$ cat src/rtl/sdram_seq_pkg.sv
package sdram_seq_pkg;

  // {RAS, CAS, WE}, active low
  typedef enum logic [2:0] {
    CMD_NOP  = 3'b111,
    CMD_ACT  = 3'b011,
    CMD_READ = 3'b101,
    CMD_PRE  = 3'b010
  } cmd_e;

  typedef struct packed {
    logic capture;
    logic doAct;
    logic doRead;
    logic doPre;
  } strobe_t;

  function automatic logic [3:0] burstWords(input logic [1:0] code);
    case (code)
      2'd0:    burstWords = 4'd2;
      2'd1:    burstWords = 4'd4;
      default: burstWords = 4'd8;
    endcase
  endfunction

endpackage

$ cat src/rtl/seq_timer.sv
module seq_timer #(
  parameter int W = 4
) (
  input  logic         clk,
  input  logic         rstN,
  input  logic         load,
  input  logic [W-1:0] loadVal,
  output logic         done
);
  logic [W-1:0] cnt;

  always_ff @(posedge clk) begin
    if (!rstN)          cnt <= '0;
    else if (load)      cnt <= loadVal;
    else if (cnt != '0) cnt <= cnt - 1'b1;
  end

  assign done = (cnt == '0);
endmodule

$ cat src/rtl/seq_ctrl.sv
module seq_ctrl
  import sdram_seq_pkg::*;
#(
  parameter int TW = 4
) (
  input  logic          clk,
  input  logic          rstN,
  input  logic          reqValid,
  input  logic          rowHit,
  input  logic [3:0]    burstLen,
  input  logic [TW-1:0] cfgTrcd,
  input  logic [TW-1:0] cfgTrp,
  input  logic [TW-1:0] cfgTras,
  input  logic          cfgRate2,
  output logic          reqReady,
  output strobe_t       strb
);
  localparam int NT = 5;
  localparam int T_CMD = 0, T_RCD = 1, T_RAS = 2, T_RP = 3, T_GAP = 4;

  logic pendValid;
  logic rowOpen;
  logic anyCmd;
  logic [NT-1:0]  tLoad;
  logic [NT-1:0]  tDone;
  logic [TW-1:0]  tVal [NT];

  function automatic logic [TW-1:0] lessOne(input logic [TW-1:0] v);
    lessOne = (v == '0) ? '0 : v - 1'b1;
  endfunction

  always_comb begin
    strb = '0;
    strb.capture = reqValid && !pendValid;
    if (pendValid && tDone[T_CMD]) begin
      if (!rowOpen)
        strb.doAct = tDone[T_RP];
      else if (rowHit)
        strb.doRead = tDone[T_RCD] && tDone[T_GAP];
      else
        strb.doPre = tDone[T_RAS] && tDone[T_GAP];
    end
  end

  assign anyCmd = strb.doAct || strb.doRead || strb.doPre;
  assign reqReady = !pendValid;

  assign tLoad[T_CMD] = anyCmd;
  assign tLoad[T_RCD] = strb.doAct;
  assign tLoad[T_RAS] = strb.doAct;
  assign tLoad[T_RP]  = strb.doPre;
  assign tLoad[T_GAP] = strb.doRead;
  assign tVal[T_CMD]  = cfgRate2 ? TW'(1) : '0;
  assign tVal[T_RCD]  = lessOne(cfgTrcd);
  assign tVal[T_RAS]  = lessOne(cfgTras);
  assign tVal[T_RP]   = lessOne(cfgTrp);
  assign tVal[T_GAP]  = TW'(burstLen - 4'd1);

  for (genvar i = 0; i < NT; i++) begin : g_tmr
    seq_timer #(.W(TW)) u_tmr (
      .clk(clk), .rstN(rstN), .load(tLoad[i]), .loadVal(tVal[i]), .done(tDone[i])
    );
  end

  always_ff @(posedge clk) begin
    if (!rstN) begin
      pendValid <= 1'b0;
      rowOpen   <= 1'b0;
    end else begin
      if (strb.capture)     pendValid <= 1'b1;
      else if (strb.doRead) pendValid <= 1'b0;
      if (strb.doAct)       rowOpen <= 1'b1;
      else if (strb.doPre)  rowOpen <= 1'b0;
    end
  end
endmodule

$ cat src/rtl/seq_datapath.sv
module seq_datapath
  import sdram_seq_pkg::*;
#(
  parameter int ROW_W  = 13,
  parameter int COL_W  = 10,
  parameter int ADDR_W = 13,
  parameter int TW     = 4,
  parameter int VW     = 24
) (
  input  logic              clk,
  input  logic              rstN,
  input  strobe_t           strb,
  input  logic [ROW_W-1:0]  reqRow,
  input  logic [COL_W-1:0]  reqCol,
  input  logic [1:0]        reqBurst,
  input  logic [TW-1:0]     cfgCl,
  output logic              rowHit,
  output logic [3:0]        burstLen,
  output logic              sdRasN,
  output logic              sdCasN,
  output logic              sdWeN,
  output logic [ADDR_W-1:0] sdAddr,
  output logic              rdValid
);
  logic [ROW_W-1:0]  pendRow, openRow;
  logic [COL_W-1:0]  pendCol;
  logic [1:0]        pendBurst;
  cmd_e              cmdQ;
  logic [ADDR_W-1:0] addrQ;
  logic [VW-1:0]     rdVec, burstMask;
  logic [TW-1:0]     clEff;

  assign rowHit   = (pendRow == openRow);
  assign burstLen = burstWords(pendBurst);
  assign clEff    = (cfgCl == '0) ? TW'(1) : cfgCl;

  for (genvar i = 0; i < VW; i++) begin : g_mask
    assign burstMask[i] = (i < 8) && (4'(i) < burstLen);
  end

  always_ff @(posedge clk) begin
    if (!rstN) begin
      pendRow   <= '0;
      pendCol   <= '0;
      pendBurst <= '0;
      openRow   <= '0;
    end else begin
      if (strb.capture) begin
        pendRow   <= reqRow;
        pendCol   <= reqCol;
        pendBurst <= reqBurst;
      end
      if (strb.doAct) openRow <= pendRow;
    end
  end

  always_ff @(posedge clk) begin
    if (!rstN) begin
      cmdQ  <= CMD_NOP;
      addrQ <= '0;
    end else if (strb.doAct) begin
      cmdQ  <= CMD_ACT;
      addrQ <= ADDR_W'(pendRow);
    end else if (strb.doRead) begin
      cmdQ  <= CMD_READ;
      addrQ <= ADDR_W'(pendCol);
    end else if (strb.doPre) begin
      cmdQ  <= CMD_PRE;
      addrQ <= '0;
    end else begin
      cmdQ  <= CMD_NOP;
      addrQ <= '0;
    end
  end

  // bit 0 is the valid flag of the current cycle; a READ decision inserts
  // its burst mask CL positions up so it lands CL cycles after the command
  always_ff @(posedge clk) begin
    if (!rstN)            rdVec <= '0;
    else if (strb.doRead) rdVec <= (rdVec >> 1) | (burstMask << clEff);
    else                  rdVec <= rdVec >> 1;
  end

  assign {sdRasN, sdCasN, sdWeN} = cmdQ;
  assign sdAddr  = addrQ;
  assign rdValid = rdVec[0];
endmodule

$ cat src/rtl/sdram_bank_seq.sv
module sdram_bank_seq
  import sdram_seq_pkg::*;
#(
  parameter int ROW_W = 13,
  parameter int COL_W = 10,
  parameter int TW    = 4,
  localparam int ADDR_W = (ROW_W > COL_W) ? ROW_W : COL_W
) (
  input  logic              clk,
  input  logic              rstN,
  input  logic              reqValid,
  output logic              reqReady,
  input  logic [ROW_W-1:0]  reqRow,
  input  logic [COL_W-1:0]  reqCol,
  input  logic [1:0]        reqBurst,
  input  logic [TW-1:0]     cfgCl,
  input  logic [TW-1:0]     cfgTrcd,
  input  logic [TW-1:0]     cfgTrp,
  input  logic [TW-1:0]     cfgTras,
  input  logic              cfgRate2,
  output logic              sdRasN,
  output logic              sdCasN,
  output logic              sdWeN,
  output logic [ADDR_W-1:0] sdAddr,
  output logic              rdValid
);
  localparam int VW = (1 << TW) + 8;

  strobe_t    strb;
  logic       rowHit;
  logic [3:0] burstLen;

  seq_ctrl #(.TW(TW)) u_ctrl (
    .clk(clk), .rstN(rstN), .reqValid(reqValid), .rowHit(rowHit),
    .burstLen(burstLen), .cfgTrcd(cfgTrcd), .cfgTrp(cfgTrp), .cfgTras(cfgTras),
    .cfgRate2(cfgRate2), .reqReady(reqReady), .strb(strb)
  );

  seq_datapath #(.ROW_W(ROW_W), .COL_W(COL_W), .ADDR_W(ADDR_W), .TW(TW), .VW(VW)) u_dp (
    .clk(clk), .rstN(rstN), .strb(strb), .reqRow(reqRow), .reqCol(reqCol),
    .reqBurst(reqBurst), .cfgCl(cfgCl), .rowHit(rowHit), .burstLen(burstLen),
    .sdRasN(sdRasN), .sdCasN(sdCasN), .sdWeN(sdWeN), .sdAddr(sdAddr), .rdValid(rdValid)
  );
endmodule

$ cat config.mk
export PLATFORM = sky130hd
export DESIGN_NAME = sdram_bank_seq
export DESIGN_NICKNAME = d
export VERILOG_FILES = /design/src/rtl/sdram_seq_pkg.sv /design/src/rtl/seq_timer.sv /design/src/rtl/seq_ctrl.sv /design/src/rtl/seq_datapath.sv /design/src/rtl/sdram_bank_seq.sv
export SDC_FILE = /design/constraint.sdc
export NUM_CORES = 1
export LEC_CHECK = 0
export ABC_AREA = 1
export ABC_CLOCK_PERIOD_IN_PS = 4200
export BUFFER_PORTS_ARGS = -buffer_cell sky130_fd_sc_hd__buf_2
export CORE_MARGIN = 5
export CORE_UTILIZATION = 35
export CTS_BUF_LIST = sky130_fd_sc_hd__clkbuf_4 sky130_fd_sc_hd__clkbuf_8
export CTS_CLUSTER_DIAMETER = 150
export DETAILED_ROUTE_END_ITERATION = 8
export HOLD_SLACK_MARGIN = 0.12
export SLEW_MARGIN = 15
export SYNTH_ARGS = -nofsm -noshare
export SYNTH_HDL_FRONTEND = slang
export SYNTH_SLANG_ARGS = --single-unit
$ cat constraint.sdc
create_clock -name clk -period 4.2 [get_ports clk]
set_input_delay 1.05 -clock clk [delete_from_list [all_inputs] [get_ports clk]]
set_output_delay 1.05 -clock clk [all_outputs]
set_load 0.01 [all_outputs]
## Yosys cells after proc, flatten, opt, wreduce, memory -nomap -nowiden

Index checks and enable logic that the tools add are counted.

| storage, ports and cells | value |
|---|---|
| input bits | 45 |
| register bits after elaboration | 100 |

| operators by class | value |
|---|---|
| shifts and indexed selects | 1 |
| equal/unequal tests | 2 |
| muxes and demuxes | 31 |
| $lt $le $gt $ge | 8 |
| bitwise operators | 2 |
| add/sub/neg operators | 9 |
| reduce and logical (&&, ||, !) cells | 32 |

Operator list:

| operator | count |
|---|---|
| $mux 4 | 14 |
| $logic_not 4->1 | 9 |
| $sub 4x1->4 const B | 9 |
| $or 23x24->24 | 1 |
| $shl 8x4->24 | 1 |
| $mux 23 | 1 |
| $reduce_bool 4->1 | 5 |
| $lt 3x4->1 const A | 4 |
| $reduce_bool 2->1 | 7 |
| $eq 13x13->1 | 1 |
| $mux 13 | 1 |
| $mux 3 | 4 |
| $mux 10 | 1 |
| $lt 1x4->1 const A | 2 |
| $lt 2x4->1 const A | 2 |
| $mux 1 | 8 |
| $pmux 4 s2 | 1 |
| $logic_and 1x1->1 | 4 |
| $reduce_or 3->1 | 1 |
| $eq 2x1->1 const B | 1 |
| $logic_not 2->1 | 1 |
| $logic_or 1x1->1 | 2 |
| $mux 2 | 1 |
| $reduce_and 2->1 | 1 |
| 3 further kinds | 3 |

## Longest topological paths before layout

| depth | value |
|---|---|
| word-level depth | 8 |
| mapped depth | 14 |
| depth with buffers taken out | 14 |

## Cells and area by module

A second synthesis with hierarchy kept.

| unflattened totals | value |
|---|---|
| cells, all modules | 632 |
| area, all modules | 4570.6 um^2 |

Modules (own cells, without submodules):

| module | sequential area each (um^2) | instances | area an instance (um^2) | cells each |
|---|---|---|---|---|
| seq_datapath | 1541.5 | 1 | 2985.4 | 363 |
| seq_timer | 80.1 | 5 | 247.7 | 40 |
| seq_ctrl | 40.0 | 1 | 346.6 | 69 |

## Least setup slack after synthesis

OpenSTA, ideal clock, no wires.

| timing | value |
|---|---|
| path kind | input to register |
| from | in cfgCl[1] |
| to | reg u_dp.rdVec[13] |
| stages | 10 |
| library setup time | 132 ps |
| path slack | 2137 ps |
| path buffers | 1 |
| arrival | 1930 ps |
| cell sequence | buf_2 > inv_1 > nand2_1 > o21ai_0 > o21ai_0 > nand2_1 > nand2_1 > nand2_1 > nand3_1 > a21oi_1 |

| on the way | value |
|---|---|
| cells in the longest elaborated chain, start to end | 5 |

Ends and longest elaborated chain:

| what | line | RTL |
|---|---|---|
| from (decl) | sdram_bank_seq.sv:16 | `input logic [TW-1:0] cfgCl,` |
| $logic_not 4->1 | seq_datapath.sv:35 | `assign clEff = (cfgCl == '0) ? TW'(1) : cfgCl;` |
| $mux 4 (*) | seq_datapath.sv:35 |  |
| $shl 8x4->24 (*) | seq_datapath.sv:80 | `else if (strb.doRead) rdVec <= (rdVec >> 1) \| (burstMask << clEff);` |
| $or 23x24->24 (*) | seq_datapath.sv:80 |  |
| $mux 23 (*) | seq_datapath.sv:80 |  |
| to (signal assigned) | seq_datapath.sv:80 |  |
| to (signal assigned) | seq_datapath.sv:81 | `else rdVec <= rdVec >> 1;` |
| to (decl) | seq_datapath.sv:30 | `logic [VW-1:0] rdVec, burstMask;` |

Mark *: on every way between the ends. The rest lies on a longest branch, timed or not.
A chain may end at the register's enable or synchronous reset.

## Final worst setup path

| timing | value |
|---|---|
| from | reg u_dp.pendBurst[0] |
| to | reg u_dp.rdVec[9] |

| on the way | value |
|---|---|
| cells in the longest elaborated chain, start to end | 6 |

Ends and longest elaborated chain:

| what | line | RTL |
|---|---|---|
| from (decl) | seq_datapath.sv:27 | `logic [1:0] pendBurst;` |
| from (signal assigned) | seq_datapath.sv:51 | `pendBurst <= reqBurst;` |
| $eq 2x1->1 or $logic_not 2->1 (tied branches) | sdram_seq_pkg.sv:19 | `case (code)` |
| $pmux 4 s2 (*) | sdram_seq_pkg.sv:19 |  |
| $lt 1x4->1, or another cell as far along | seq_datapath.sv:38 | `assign burstMask[i] = (i < 8) && (4'(i) < burstLen);` |
| $shl 8x4->24 (*) | seq_datapath.sv:80 |  |
| $or 23x24->24 (*) | seq_datapath.sv:80 |  |
| $mux 23 (*) | seq_datapath.sv:80 |  |

Marks and branches as above.

==> impl_metrics.py <==
metrics = {
    "clock_network": {
        "post_cts_buffers": 0,
        "cts-buffers-inserted": 9,
        "cts_tree": "done",
        "root_buffer": "clkbuf_8",
        "cts.clk_slew.worst_paths_ns": 0.09,
        "htreeDepth": 3,
        "clock_latency_ns": 0.37,
        "clockBufferDepth": 2,
        "postCtsResizedCells": 0,
        "clock_sinks": 99,
        "cts_hold_buf": 0,
    },
    "setup_path": {
        "required_ns": 4.50,
        "slowest_delay_ns": 0.38,
        "critPathTopFamily": "simple AND/OR/NAND/NOR gates",
        "worstPathMaxFanout": 6,
        "worstSetupStartpointType": "register",
        "worstSetupPathType": "register to register",
        "cpMostUsedCell": "nand2_1",
        "crit_slowest_cell": "nor2_1",
        "worstPathCellList": "nor2_1, inv_1, ha_1, inv_1, nand2_1, o21ai_0, nand2_1, o21ai_0, nand2_1, nand3b_1, nand3_1, a21oi_1",
        "cp.arrival_ns": 2.47,
        "path_buf_inv": 2,
        "end_kind": "register",
    },
    "routing": {
        "drtPass1Iterations": 5,
        "drtIter0Drc": 261,
        "via_per_inst": 4.74,
        "drc": 0,
        "ant_nets": 0,
        "wl_per_cell_um": 12.6,
        "num_vias": 4096,
        "wl_um": 10800,
    },
    "worst_hold_path": {
        "hp-class": "register to register",
    },
    "power_and_ir_drop": {
        "seqPwrFrac_pct": 42.3,
        "power.total_mw": 2.68,
        "peakVddDrop_v": 0.000183,
        "p_per_area_nw_per_um2": 501,
        "power.leakage_nw": 2.44,
        "switching_share_pct": 35.9,
        "pwr-share-comb_pct": 34.0,
        "clockPowerShare_pct": 23.7,
        "intPower_mw": 1.72,
        "switchingPower_mw": 0.962,
    },
    "cells_and_area": {
        "n_fill_cell": 1397,
        "seq_area_um2": 1980,
        "num_antenna_cells": 0,
        "drive_above_1_share_pct": 19.5,
        "multi_input_area_um2": 2250,
        "nets": 740,
        "final_cell_count_no_fill": 864,
        "finish.utilization_pct": 40.7,
        "syn_to_final_growth_pct": 14.9,
    },
    "timing": {
        "setup_slack_ns": 2.03,
        "tns_ns": 0,
        "worst_slew_margin_rel_pct": 43.2,
        "worst_clock_skew_ns": 0.0126,
        "period_share_pct": 51.8,
        "fin_crit_ns": 2.17,
        "finalMaxSlewViolations": 0,
        "max_freq_mhz": 460,
        "hold_viol_final": 0,
        "setup_violations": 0,
        "rsz0062_at_grt": "no",
        "tightest_slew_ns": 0.849,
    },
    "floorplanning": {
        "die_w_um": 125,
        "die_area_um2": 15700,
        "ios": 63,
        "std_cell_rows": 42,
        "initial_utilization_pct": 35.4,
        "fp.coreArea_um2": 13100,
        "die_height_um": 125,
    },
    "synth": {
        "synthArstFlopShare_pct": 0,
        "yosys_warnings": 0,
        "seq_area_frac_synth_pct": 42.6,
        "synthesis.nets": 680,
        "synthCells": 623,
        "syn_avg_cell_area_um2": 7.48,
        "ys_seq_elements": 99,
        "synth_edf_count": 0,
        "syn_area_um2": 4660,
        "yosys_most_used_dff": "dfxtp_1",
        "synthDistinctLibCells": 41,
    },
    "place": {
        "gp_congestion": 0.910,
        "io_buffers": 62,
        "dp.cells": 848,
        "post-dp-hpwl_um": 8180,
        "dpl_worst_slack_ns": 1.71,
    },
    "global_routing": {
        "overflow": 0,
        "grt_pass1_vias": 3938,
        "antenna_found_initial": 0,
        "grt_max_degree": 30,
        "grt_pass1_wl_um": 18500,
        "grt_usage_pct": 14.1,
    },
    "run_status": {
        "outcome": "completed",
    },
    "run": {
        "maxCapViolCount": 0,
    },
}
cells in the mapped netlist, types with 3 or more instances:
| cell | instances | area, um2 |
|---|---|---|
| a21oi_1 | 41 | 205 |
| nand4_1 | 6 | 37.5 |
| nand2_1 | 105 | 394 |
| inv_2 | 19 | 71.3 |
| nor3_1 | 9 | 45.0 |
| dfxtp_1 | 99 | 1980 |
| o21ai_0 | 55 | 275 |
| ha_1 | 12 | 150 |
| nor2_4 | 5 | 56.3 |
| xor2_1 | 12 | 105 |
| nand2_2 | 7 | 43.8 |
| buf_2 | 3 | 15.0 |
| nor3_2 | 3 | 30.0 |
| clkbuf_1 | 12 | 45.0 |
| o22ai_2 | 5 | 62.6 |
| o22ai_1 | 13 | 81.3 |
| o21a_1 | 3 | 22.5 |
| xnor2_1 | 5 | 43.8 |
| inv_1 | 72 | 270 |
| nor2_2 | 3 | 18.8 |
| nor2_1 | 69 | 259 |
| nand3_1 | 40 | 200 |
per-stage QoR:
stage | area [um2] | hold slack, ns
global route | 5350 | 0.462
CTS | 5350 | 0.426
global placement | 5150 | 0.404
detailed placement | 5150 | 0.402
finish | 5350 | 0.421
floorplan | 4660 | 0.390
routing by layer:
layer | wire length [um] | part of all wire [%] | track usage, % | vias up
met5 | 0 | 0 | 0 | -
met4 | 234 | 2.2 | 6.76 | 0
met3 | 378 | 3.5 | 2.56 | 17
met2 | 5020 | 46 | 22.6 | 70
met1 | 5220 | 48 | 18.6 | 1871
li1 | - | - | - | 2138
worst reg2reg max path, cell delays in order, from the launching register on:
cell and delay (ns):
dfxtp_1 0.34, nor2_1 0.38, inv_1 0.17, ha_1 0.33, inv_1 0.10, nand2_1 0.06
o21ai_0 0.09, nand2_1 0.07, o21ai_0 0.14, nand2_1 0.11, nand3b_1 0.09, nand3_1 0.07
a21oi_1 0.17
kinds of logic (layout without fill, tap and decap cells):
logic type | after synthesis | after routing | share of synthesized area [%]
compound gates | 126 | 126 | 15.3
xor+xnor | 17 | 17 | 3.20
fa+ha+maj | 12 | 12 | 3.22
buf+inv | 109 | 174 | 9.03
flops | 99 | 99 | 42.6
mux | 1 | 1 | 0.215
simple gates | 259 | 259 | 26.5
power groups by stage:
stage	clock (mW)	combinational, mW	sequential [mW]
floorplan	0	0.725	1.14
global placement	0	0.878	1.15
detailed placement	0	0.909	1.15
CTS	0.658	0.915	1.13
global route	0.698	1.05	1.15
finish	0.635	0.912	1.13
placed cells by master (no fill, tap or decap), drive strengths merged, types with 2 or more instances in the layout:
cell / synthesis / routed
dfxtp: 99 / 99
o21a: 3 / 3
nand3: 43 / 43
nand4: 7 / 7
nor2: 79 / 79
nor3: 12 / 12
nand2: 114 / 114
clkbuf: 12 / 11
o21ai: 56 / 56
a21oi: 41 / 41
nand3b: 2 / 2
xor2: 12 / 12
o22ai: 18 / 18
buf: 6 / 67
xnor2: 5 / 5
a31oi: 2 / 2
inv: 91 / 93
ha: 12 / 12
path summary, 6_finish.rpt:
path / from / endpoint / slack [ns] / cells after the start
max: u_dp.pendBurst[0]$_SDFFE_PN0P_ / u_dp.rdVec[9]$_SDFF_PN0_ / 2.03 / 12
min: u_dp.rdVec[1]$_SDFF_PN0_ / u_dp.rdVec[0]$_SDFF_PN0_ / 0.42 / 2
max reg2reg: u_dp.pendBurst[0]$_SDFFE_PN0P_ / u_dp.rdVec[9]$_SDFF_PN0_ / 2.03 / 12
min reg2reg: u_dp.rdVec[1]$_SDFF_PN0_ / u_dp.rdVec[0]$_SDFF_PN0_ / 0.42 / 2
sequential cells by signal (all words and copies together) (netlist names):
name	count
u_ctrl.g_tmr.u_tmr.cnt	20
u_dp.pendCol	10
u_ctrl.pendValid	1
u_dp.pendBurst	2
u_dp.cmdQ	3
u_dp.openRow	13
u_dp.pendRow	13
u_dp.sdAddr	13
u_dp.rdVec	23
u_ctrl.rowOpen	1
area by class of cell:
cell class	instances	share of cell area, %
well taps	176	4.12
clock inverters	5	1.12
repair buffers	67	6.50
multi-input cells	415	42.1
clock buffers	11	2.71
inverters	91	6.38
flip-flops and latches	99	37.0
Power figures use the tool's default switching activity.
